## src/rtl/irq_agg_pkg.sv

```systemverilog
package irq_agg_pkg;

    typedef enum logic [0:0] {
        BUS_IDLE = 1'b0,
        BUS_RESP = 1'b1
    } bus_state_e;

    localparam int unsigned ENABLE_OFFSET = 0;
    localparam int unsigned STATUS_OFFSET = 4;

endpackage

```

## src/rtl/irq_sync.sv

```systemverilog
module irq_sync #(
    parameter int unsigned WIDTH = 32
) (
    input  logic             clk,
    input  logic             rst_n,
    input  logic [WIDTH-1:0] async_in,
    output logic [WIDTH-1:0] sync_out
);

    // Two flops per line to settle metastability.
    for (genvar i = 0; i < WIDTH; i++) begin : g_bit
        logic stage1_q;
        logic stage2_q;

        always_ff @(posedge clk or negedge rst_n) begin
            if (!rst_n) begin
                stage1_q <= 1'b0;
                stage2_q <= 1'b0;
            end else begin
                stage1_q <= async_in[i];
                stage2_q <= stage1_q;
            end
        end

        assign sync_out[i] = stage2_q;
    end

endmodule

```

## src/rtl/irq_reg_bus.sv

```systemverilog
module irq_reg_bus
    import irq_agg_pkg::*;
#(
    parameter int unsigned WIDTH  = 32,
    parameter int unsigned ADDR_W = 4
) (
    input  logic              clk,
    input  logic              rst_n,
    input  logic              req,
    input  logic              we,
    input  logic [ADDR_W-1:0] addr,
    input  logic [WIDTH-1:0]  wdata,
    input  logic [WIDTH-1:0]  status,
    output logic [WIDTH-1:0]  rdata,
    output logic              rvalid,
    output logic [WIDTH-1:0]  enable
);

    localparam logic [ADDR_W-1:0] EN_ADDR = ADDR_W'(ENABLE_OFFSET);
    localparam logic [ADDR_W-1:0] ST_ADDR = ADDR_W'(STATUS_OFFSET);

    bus_state_e       state_q;
    bus_state_e       state_d;
    logic [WIDTH-1:0] rdata_q;
    logic [WIDTH-1:0] rdata_d;
    logic [WIDTH-1:0] enable_q;
    logic [WIDTH-1:0] enable_d;
    logic             rd_req;
    logic             wr_en_hit;

    assign rd_req    = req && !we;
    assign wr_en_hit = req && we && (addr == EN_ADDR);

    // Next-state and data capture.
    always_comb begin
        state_d  = state_q;
        rdata_d  = rdata_q;
        enable_d = enable_q;
        if (wr_en_hit) begin
            enable_d = wdata;
        end
        unique case (state_q)
            BUS_IDLE: begin
                if (rd_req) begin
                    state_d = BUS_RESP;
                end
            end
            BUS_RESP: begin
                if (!rd_req) begin
                    state_d = BUS_IDLE;
                end
            end
            default: state_d = BUS_IDLE;
        endcase
        if (rd_req) begin
            if (addr == EN_ADDR) begin
                rdata_d = enable_q;
            end else if (addr == ST_ADDR) begin
                rdata_d = status;
            end else begin
                rdata_d = '0;
            end
        end
    end

    // State register.
    always_ff @(posedge clk or negedge rst_n) begin
        if (!rst_n) begin
            state_q  <= BUS_IDLE;
            rdata_q  <= '0;
            enable_q <= '0;
        end else begin
            state_q  <= state_d;
            rdata_q  <= rdata_d;
            enable_q <= enable_d;
        end
    end

    // Outputs.
    always_comb begin
        rvalid = 1'b0;
        rdata  = '0;
        unique case (state_q)
            BUS_IDLE: begin
                rvalid = 1'b0;
            end
            BUS_RESP: begin
                rvalid = 1'b1;
                rdata  = rdata_q;
            end
            default: rvalid = 1'b0;
        endcase
        enable = enable_q;
    end

endmodule

```

## src/rtl/irq_route.sv

```systemverilog
module irq_route #(
    parameter int unsigned               WIDTH     = 32,
    parameter int unsigned               NUM_AGG   = 2,
    parameter logic [NUM_AGG*WIDTH-1:0]  MAP_MASKS = '0,
    parameter logic [WIDTH-1:0]          FWD_MASK  = '0,
    parameter logic [WIDTH-1:0]          CONN_MASK = '1
) (
    input  logic               clk,
    input  logic               rst_n,
    input  logic [WIDTH-1:0]   level,
    input  logic [WIDTH-1:0]   enable,
    output logic [NUM_AGG-1:0] agg_out,
    output logic [WIDTH-1:0]   fwd_out
);

    localparam logic [WIDTH-1:0] AGG_ELIGIBLE = CONN_MASK & ~FWD_MASK;
    localparam logic [WIDTH-1:0] FWD_ELIGIBLE = CONN_MASK & FWD_MASK;

    logic [WIDTH-1:0] gated;
    assign gated = level & enable & AGG_ELIGIBLE;

    for (genvar k = 0; k < NUM_AGG; k++) begin : g_agg
        localparam logic [WIDTH-1:0] SEL = MAP_MASKS[k*WIDTH +: WIDTH];
        logic hit;
        assign hit = |(gated & SEL);

        always_ff @(posedge clk or negedge rst_n) begin
            if (!rst_n) begin
                agg_out[k] <= 1'b0;
            end else begin
                agg_out[k] <= hit;
            end
        end
    end

    for (genvar i = 0; i < WIDTH; i++) begin : g_fwd
        if (FWD_ELIGIBLE[i]) begin : g_on
            always_ff @(posedge clk or negedge rst_n) begin
                if (!rst_n) begin
                    fwd_out[i] <= 1'b0;
                end else begin
                    fwd_out[i] <= level[i];
                end
            end
        end else begin : g_off
            assign fwd_out[i] = 1'b0;
        end
    end

endmodule

```

## src/rtl/irq_agg_top.sv

```systemverilog
module irq_agg_top #(
    parameter int unsigned               LINE_W    = 32,
    parameter int unsigned               ADDR_W    = 4,
    parameter int unsigned               NUM_AGG   = 2,
    parameter logic [NUM_AGG*LINE_W-1:0] MAP_MASKS = {32'h0000_0140, 32'h0000_0EB8},
    parameter logic [LINE_W-1:0]         FWD_MASK  = 32'h0000_0007,
    parameter logic [LINE_W-1:0]         CONN_MASK = 32'h0000_0FFF
) (
    input  logic               clk,
    input  logic               rst_n,
    input  logic [LINE_W-1:0]  irq_in,
    input  logic               bus_req,
    input  logic               bus_we,
    input  logic [ADDR_W-1:0]  bus_addr,
    input  logic [LINE_W-1:0]  bus_wdata,
    output logic [LINE_W-1:0]  bus_rdata,
    output logic               bus_rvalid,
    output logic [NUM_AGG-1:0] agg_irq,
    output logic [LINE_W-1:0]  fwd_irq
);

    logic [LINE_W-1:0] sync_lvl;
    logic [LINE_W-1:0] status_w;
    logic [LINE_W-1:0] en_q;

    irq_sync #(.WIDTH(LINE_W)) u_sync (
        .clk      (clk),
        .rst_n    (rst_n),
        .async_in (irq_in),
        .sync_out (sync_lvl)
    );

    assign status_w = sync_lvl & CONN_MASK;

    irq_reg_bus #(.WIDTH(LINE_W), .ADDR_W(ADDR_W)) u_bus (
        .clk    (clk),
        .rst_n  (rst_n),
        .req    (bus_req),
        .we     (bus_we),
        .addr   (bus_addr),
        .wdata  (bus_wdata),
        .status (status_w),
        .rdata  (bus_rdata),
        .rvalid (bus_rvalid),
        .enable (en_q)
    );

    irq_route #(
        .WIDTH     (LINE_W),
        .NUM_AGG   (NUM_AGG),
        .MAP_MASKS (MAP_MASKS),
        .FWD_MASK  (FWD_MASK),
        .CONN_MASK (CONN_MASK)
    ) u_route (
        .clk     (clk),
        .rst_n   (rst_n),
        .level   (status_w),
        .enable  (en_q),
        .agg_out (agg_irq),
        .fwd_out (fwd_irq)
    );

endmodule

```

## config.mk

```make
export PLATFORM = sky130hd
export DESIGN_NAME = irq_agg_top
export DESIGN_NICKNAME = d
export VERILOG_FILES = /design/src/rtl/irq_agg_pkg.sv /design/src/rtl/irq_sync.sv /design/src/rtl/irq_reg_bus.sv /design/src/rtl/irq_route.sv /design/src/rtl/irq_agg_top.sv
export SDC_FILE = /design/constraint.sdc
export NUM_CORES = 1
export LEC_CHECK = 0
export ABC_AREA = 1
export BUFFER_PORTS_ARGS = -buffer_cell sky130_fd_sc_hd__buf_2
export CAP_MARGIN = 10
export CORE_MARGIN = 1
export CORE_UTILIZATION = 50
export CTS_CLUSTER_DIAMETER = 120
export DETAILED_ROUTE_END_ITERATION = 16
export PLACE_DENSITY = 0.8
export SETUP_SLACK_MARGIN = 0.2
export SLEW_MARGIN = 20
export SYNTH_ARGS = -nofsm -noshare
export SYNTH_HDL_FRONTEND = slang
export SYNTH_SLANG_ARGS = --single-unit
export TNS_END_PERCENT = 10
```

## constraint.sdc

```tcl
create_clock -name clk -period 1.2 [get_ports clk]
set_input_delay 0.18 -clock clk [delete_from_list [all_inputs] [get_ports clk]]
set_output_delay 0.18 -clock clk [all_outputs]
set_load 0.05 [all_outputs]
```

==> out/results.tsv, run 1 <==
metric	value	unit
r2r setup slk	0.34	ns
# IOs	139	
Total Nets Final	638	
Metal-1 WL	3.59	mm
Commonest cells post-synth	194 x nand2_1, 94 x dfrtp_1, 34 x o21ai_0, 33 x inv_1, 32 x buf_4	
crit path capture type	primary output	
final core utilization	68.6	%
final setup margin	-0.272	ns
synthesized area per cell	8.64	sq um
Core Area	7730	sq um
worst slew pin tran	0.510	ns
via count of the routed design	3220	
clk sink count	94	
via/cell ratio	4.78	
Die Span Y	91.4	microns
vias in the first global route	3203	
CTS Buf Count	9	
CTS tree	yes	
fill count	601	
clk_skew	0.0114	ns
WP data required	1.02	ns
post-synth top area share	58.9	%
Hold Path Cell Cnt	3	
initial antenna violation count	0	
Post-synth top flop	dfrtp_1	
failing checks	negative setup slack	
fmax	0.679	GHz
clock transition at the registers of the reported paths	0.10	ns
CTS root buf	clkbuf_8	
status	finished, violations left	
unrepaired setup endpoints after global routing	yes	
# setup viols final	33	
DRT Wirelength	8.44	mm
FP Rows	32	
multi-input logic area	1360	sq um
Post-DRT Antenna Nets	0	
die width	91.4	microns
hpwl dp	5.86	mm
crit path DAT	1.29	ns
largest net degree at the start of global routing	44	
Avg WL per Cell	12.5	microns
router iterations before antenna repair	4	
sequential fraction of the synthesis area	58.9	%
Synth Warn #	0	
Critical Path End	bus_rdata[11]	
H-tree level count	3	
clock latency on the worst-skew pair	0.36	ns
Post-synth ARST share	100	%
Final Wtd Congestion	0.848	
layout cells sized above 1	33.1	%
Setup WS pre-CTS	0.0200	ns
Worst Hold Class	in -> reg	
Initial Util	51.7	%
startpoint types	flop	
number of enable flip-flop cells after synthesis	0	
worst-path fanout max	17	
min cycle time layout	1.47	ns
CP Class	reg -> out	
reg2reg path depth	4	
CP startpoint	u_bus.state_q	
register area	2350	sq um
final period utilization	123	%
I/O Buffers	89	
PD cells	1270	nW/um^2
maxcap violations	0	
Leakage Power	2.56	nW
Syn Inst Count	462	
met3 wire length	451	microns
DR WL met2	4.26	mm
area delta synth->final	32.7	%
global route overflow	0	
Netlist cell types	17	
GRT Util Overall	22.2	%
cells taking the most area after synthesis	dfrtp_1 59%, nand2_1 18%, buf_4 6.0%	
placed cells	644	
#FFs+latches synth	94	
Hold Vio Cnt, Final	0	
top sig layer	met4	
Clock Tree Buf Depth	2	
ANT cells	0	
Residual DRC	0	
count leader, synth	nand2_1	
Slew Viols, Final	0	
die area	8350	sq um
Yosys top cell by area	dfrtp_1	
Max-slew headroom	65.9	%
Power Total	0.00675	W
global-route wire length before repair	14.4	mm
reg-to-reg startpoint	u_bus.enable[9]	
VDD IR max	0.929	mV
mapped cell area	3990	sq um
drt initial violations	168	
Layout Cells excl Fill	673	
worst r2r dst	u_route.agg_out[0]	
## layer usage
metal,vias to the layer above,global-route usage (%)
met1,1530,28.2
met3,11,5.70
met2,111,36.7
met5,-,0
li1,1568,-
met4,0,8.07
## worst min-delay path by stage
stage | start | endpoint | slack (ns)
floorplan | rst_n | u_bus.enable[0] | -0.12
global placement | rst_n | u_bus.enable[10] | 0.11
detailed placement | rst_n | u_bus.enable[10] | 0.11
CTS | bus_wdata[6] | u_bus.enable[6] | 0.004
global route | bus_wdata[24] | u_bus.enable[24] | 0.007
finish | bus_wdata[27] | u_bus.enable[27] | 0.02
## report_power, final
part	switching (W)	internal (W)
sequential	0.000166	0.00346
clock	0.00110	0.000978
combinational	0.000720	0.000332
total	0.00198	0.00477
## timing repair
action / CTS / global route
hold buffers: 13 / 0
hold endpoints to repair: 34 / 0
resized for setup: 75 / 3
cloned: 0 / 0
buffers inserted: 0 / 0
setup endpoints to repair: 38 / 38
## logic make-up (layout without fill, tap and decap cells)
group                  Yosys count  in the layout  synth area share, %
AO/OA/AOI/OAI                   53             53                 6.74
buffers and inverters           88            169                 11.5
flip-flops                      94             94                 58.9
other                            1             29               0.0939
AND/OR/NAND/NOR                226            226                 22.7
## final cells by class
type                    instances  area share (%)
well taps                     102            2.41
multi-input cells             308            25.7
clock buffers                  10            2.41
inverters                      35            4.60
repair buffers                118            19.1
clock inverters                 6            1.32
flip-flops and latches         94            44.4
## metrics by stage
stage | cell area [sq um] | hold WS (ns) | setup TNS [ns]
6_report | 5300 | 0.0173 | -8.24
5_1_grt | 5300 | 0.00667 | -10.51
4_1_cts | 5290 | 0.00355 | -8.80
3_5_place_dp | 4730 | 0.113 | 0
3_3_place_gp | 4730 | 0.108 | 0
2_1_floorplan | 4320 | -0.116 | -0.885
## layout by cell type (no fill, tap or decap), types with 3 or more instances in the layout
master and n:
inv_2 3, o21ai_0 34, dfrtp_1 93, o21ai_1 18, buf_4 11, conb_1 29, dlygate4sd3_1 13, clkinvlp_4 33
nand3_1 24, nor2_4 3, buf_6 37, clkbuf_8 9, nand2_1 164, nand2_2 31, buf_2 50, buf_12 6
## worst max-delay path, cell delays in order (launching register included)
cell and delay (ns):
dfrtp_2 0.45, buf_12 0.17, nand2_2 0.09, clkinvlp_4 0.08, buf_6 0.15
## state kept, by name, summed over array words and instances (netlist names)
| name | count |
|---|---|
| u_bus.state_q | 1 |
| u_sync.g_bit.stage1_q | 12 |
| u_bus.rdata_q | 32 |
| u_sync.g_bit.stage2_q | 12 |
| u_route.fwd_out | 3 |
| u_route.agg_out | 2 |
| u_bus.enable | 32 |
No activity file was read; power rests on OpenSTA's default activity.
==> run 2, diff against run 1 <==
- ABC_AREA: 1 -> not set
- CORE_UTILIZATION: 50 -> 45
- PLACE_DENSITY: 0.8 -> 0.74
==> run 2 against run 1 <==
  * The run still ends with negative setup slack left
  * Sequential cell count is the same
  * Clock skew grew 0.0041 ns
  * Utilization shrank 6.5 points
  * Sequential power is essentially flat
  * Combinational power is essentially flat
==> out/results.tsv, run 2 <==
metric	value	unit	change
synthesized area per cell	13.7	sq um	+59%
cells along the critical path	buf_4 > and2_1 > buf_6		
post-synth top area share	63.0	%	+4.1 points
Post-synth ARST share	100	%	unchanged
via/cell ratio	4.78		-0.15%
Total Nets Final	450		-29%
post-route cell area	4890	sq um	-7.7%
Slew Viols, Final	0		unchanged
global-route wire length before repair	11.4	mm	-21%
CP startpoint	u_bus.state_q		
layout cells sized above 1	41.0	%	+7.9 points
crit path DAT	1.26	ns	-0.03 ns
maxcap violations	0		unchanged
Initial Util	47.4	%	-4.3 points
unrepaired setup endpoints after global routing	yes		
Post-synth top flop	dfrtp_1		
CTS Buf Count	9		unchanged
Yosys top cell by area	dfrtp_1		
instance area after placement	4250	sq um	-10%
via count of the routed design	2317		-28%
sequential fraction of the synthesis area	63.0	%	+4.1 points
most common cell after layout, fill and taps aside	dfrtp_1		
CP Class	reg -> out		
VDD IR max	1.19	mV	+29%
crit path capture type	primary output		
Netlist cell types	21		+4
area delta synth->final	31.0	%	
min cycle time layout	1.44	ns	-0.0286 ns
CTS tree	yes		
Syn Inst Count	272		-41%
Worst Hold Class	in -> reg		
clk sink count	94		unchanged
CTS root buf	clkbuf_8		
clock latency on the worst-skew pair	0.36	ns	about the same
Min Hold Slack	0.0433	ns	+0.0260 ns
mapped cell area	3740	sq um	-6.5%
CP Buf/Inv Count	2		-1
Avg WL per Cell	14.1	microns	+12%
fmax	0.693	GHz	+2.0%
Setup Buffers After CTS	0		unchanged
most frequent cells in the layout	94 x dfrtp_1, 49 x buf_2, 35 x buf_6		
reg2reg path depth	2		-2
die width	93.1	microns	+1.9%
final period utilization	120	%	-2.4 points
final setup margin	-0.244	ns	+0.0286 ns
global route overflow	0		unchanged
I/O Buffers	89		unchanged
number of enable flip-flop cells after synthesis	0		unchanged
GRT Util Overall	17.4	%	-4.8 points
failing checks	negative setup slack		
clk_skew	0.0155	ns	+0.00413 ns
# IOs	139		unchanged
Clock Tree Buf Depth	2		unchanged
Hold Path Origin	bus_wdata[24]		
WP data required	1.02	ns	about the same
router iterations before antenna repair	4		unchanged
worst r2r dst	u_route.agg_out[0]		
initial antenna violation count	0		unchanged
r2r setup slk	0.21	ns	-0.13 ns
DRT Wirelength	6.84	mm	-19%
status	finished, violations left		
count leader, synth	dfrtp_1		
final core utilization	62.0	%	-6.5 points
FP Rows	32		unchanged
reg-to-reg startpoint	u_bus.enable[11]		
worst-path fanout max	12		-5
PD cells	1360	nW/um^2	+6.8%
Worst path max stage delay	0.39	ns	-0.06 ns
slowest CP cell	dfrtp_1		
Post-DRT Antenna Nets	0		unchanged
#FFs+latches synth	94		unchanged
vias in the first global route	2384		-26%
Leakage Power	2.43	nW	-5.0%
Hold Path Cell Cnt	2		-1
Commonest cells post-synth	94 x dfrtp_1, 32 x and2_1, 32 x mux2_2, 29 x buf_4, 21 x a22o_1		
# setup viols final	36		+9.1%
Residual DRC	0		unchanged
hpwl dp	4.55	mm	-22%
drt initial violations	127		-24%
Synth Warn #	0		unchanged
startpoint types	flop		
cells taking the most area after synthesis	dfrtp_1 63%, mux2_2 9.6%, buf_4 5.8%		
CP top delay family	flip-flops		
die area	8670	sq um	+3.8%
ANT cells	0		unchanged
Hold Path End	u_bus.enable[24]		
Hold Vio Cnt, Final	0		unchanged
Final Wtd Congestion	0.745		-12%
Die Span Y	93.1	microns	+1.9%
clock transition at the registers of the reported paths	0.10	ns	about the same
Core Area	7890	sq um	+2.1%
largest net degree at the start of global routing	55		+25%
H-tree level count	3		unchanged
==> run 2: timing repair <==
item	4_1_cts	5_1_grt
endpoints found under the setup margin	91	91
pin swaps	3	2
hold buffers	13	0
resized for setup	96	5
hold endpoints to repair	106	0
==> run 2: report_power, final <==
part           switching, W  internal (W)
sequential         0.000172       0.00347
clock               0.00117      0.000798
combinational      0.000592      0.000463
total               0.00193       0.00473
==> run 2: final cells by class <==
| cell class | count | area (sq um) |
|---|---|---|
| Tap cell | 102 | 128 |
| Sequential cell | 94 | 2350 |
| Clock buffer | 9 | 124 |
| Timing Repair Buffer | 113 | 970 |
| Inverter | 1 | 3.75 |
| Multi-Input combinational cell | 159 | 1260 |
| Fill cell | 604 | 2990 |
| Clock inverter | 7 | 60.1 |
==> run 2: worst max-delay path by stage <==
stage	slack, ns	cells after the start	to
finish	-0.24	3	bus_rdata[0]
global route	-0.30	3	bus_rdata[3]
CTS	-0.26	3	bus_rdata[2]
detailed placement	-0.41	5	u_bus.enable[21]
global placement	-0.37	5	u_bus.enable[26]
floorplan	-0.33	5	u_bus.enable[10]
==> run 2: kinds of logic after synthesis <==
| family | synth area share [%] |
|---|---|
| flops | 63.0 |
| simple gates | 7.70 |
| buf+inv | 8.37 |
| mux | 12.9 |
| compound gates | 8.00 |
| other cells | 0.100 |
==> run 2: per-stage QoR <==
| step | setup WS, ns | power (W) | setup TNS (ns) | instances |
|---|---|---|---|---|
| floorplan | -0.330 | 0.00439 | -20.83 | 300 |
| global placement | -0.371 | 0.00458 | -17.56 | 456 |
| detailed placement | -0.408 | 0.00462 | -19.10 | 456 |
| CTS | -0.265 | 0.00674 | -7.83 | 485 |
| global route | -0.302 | 0.00699 | -8.98 | 485 |
| finish | -0.244 | 0.00666 | -6.87 | 485 |
==> run 2: worst reg2reg max path, stage by stage, from the launching register on <==
cell and delay (ns):
dfrtp_1 0.41, a222oi_1 0.32, nand3_1 0.14
==> run 2: per-layer routing <==
metal / vias to the layer above / part of all wire, % / wire length (microns) / GRT usage, %
met3: 4 / 4.2 / 290 / 4.63
li1: 1089 / - / - / -
met5: - / 0 / 0 / 0
met4: 0 / 0.58 / 40 / 4.23
met1: 1147 / 45 / 3080 / 23.2
met2: 77 / 50 / 3430 / 28.3
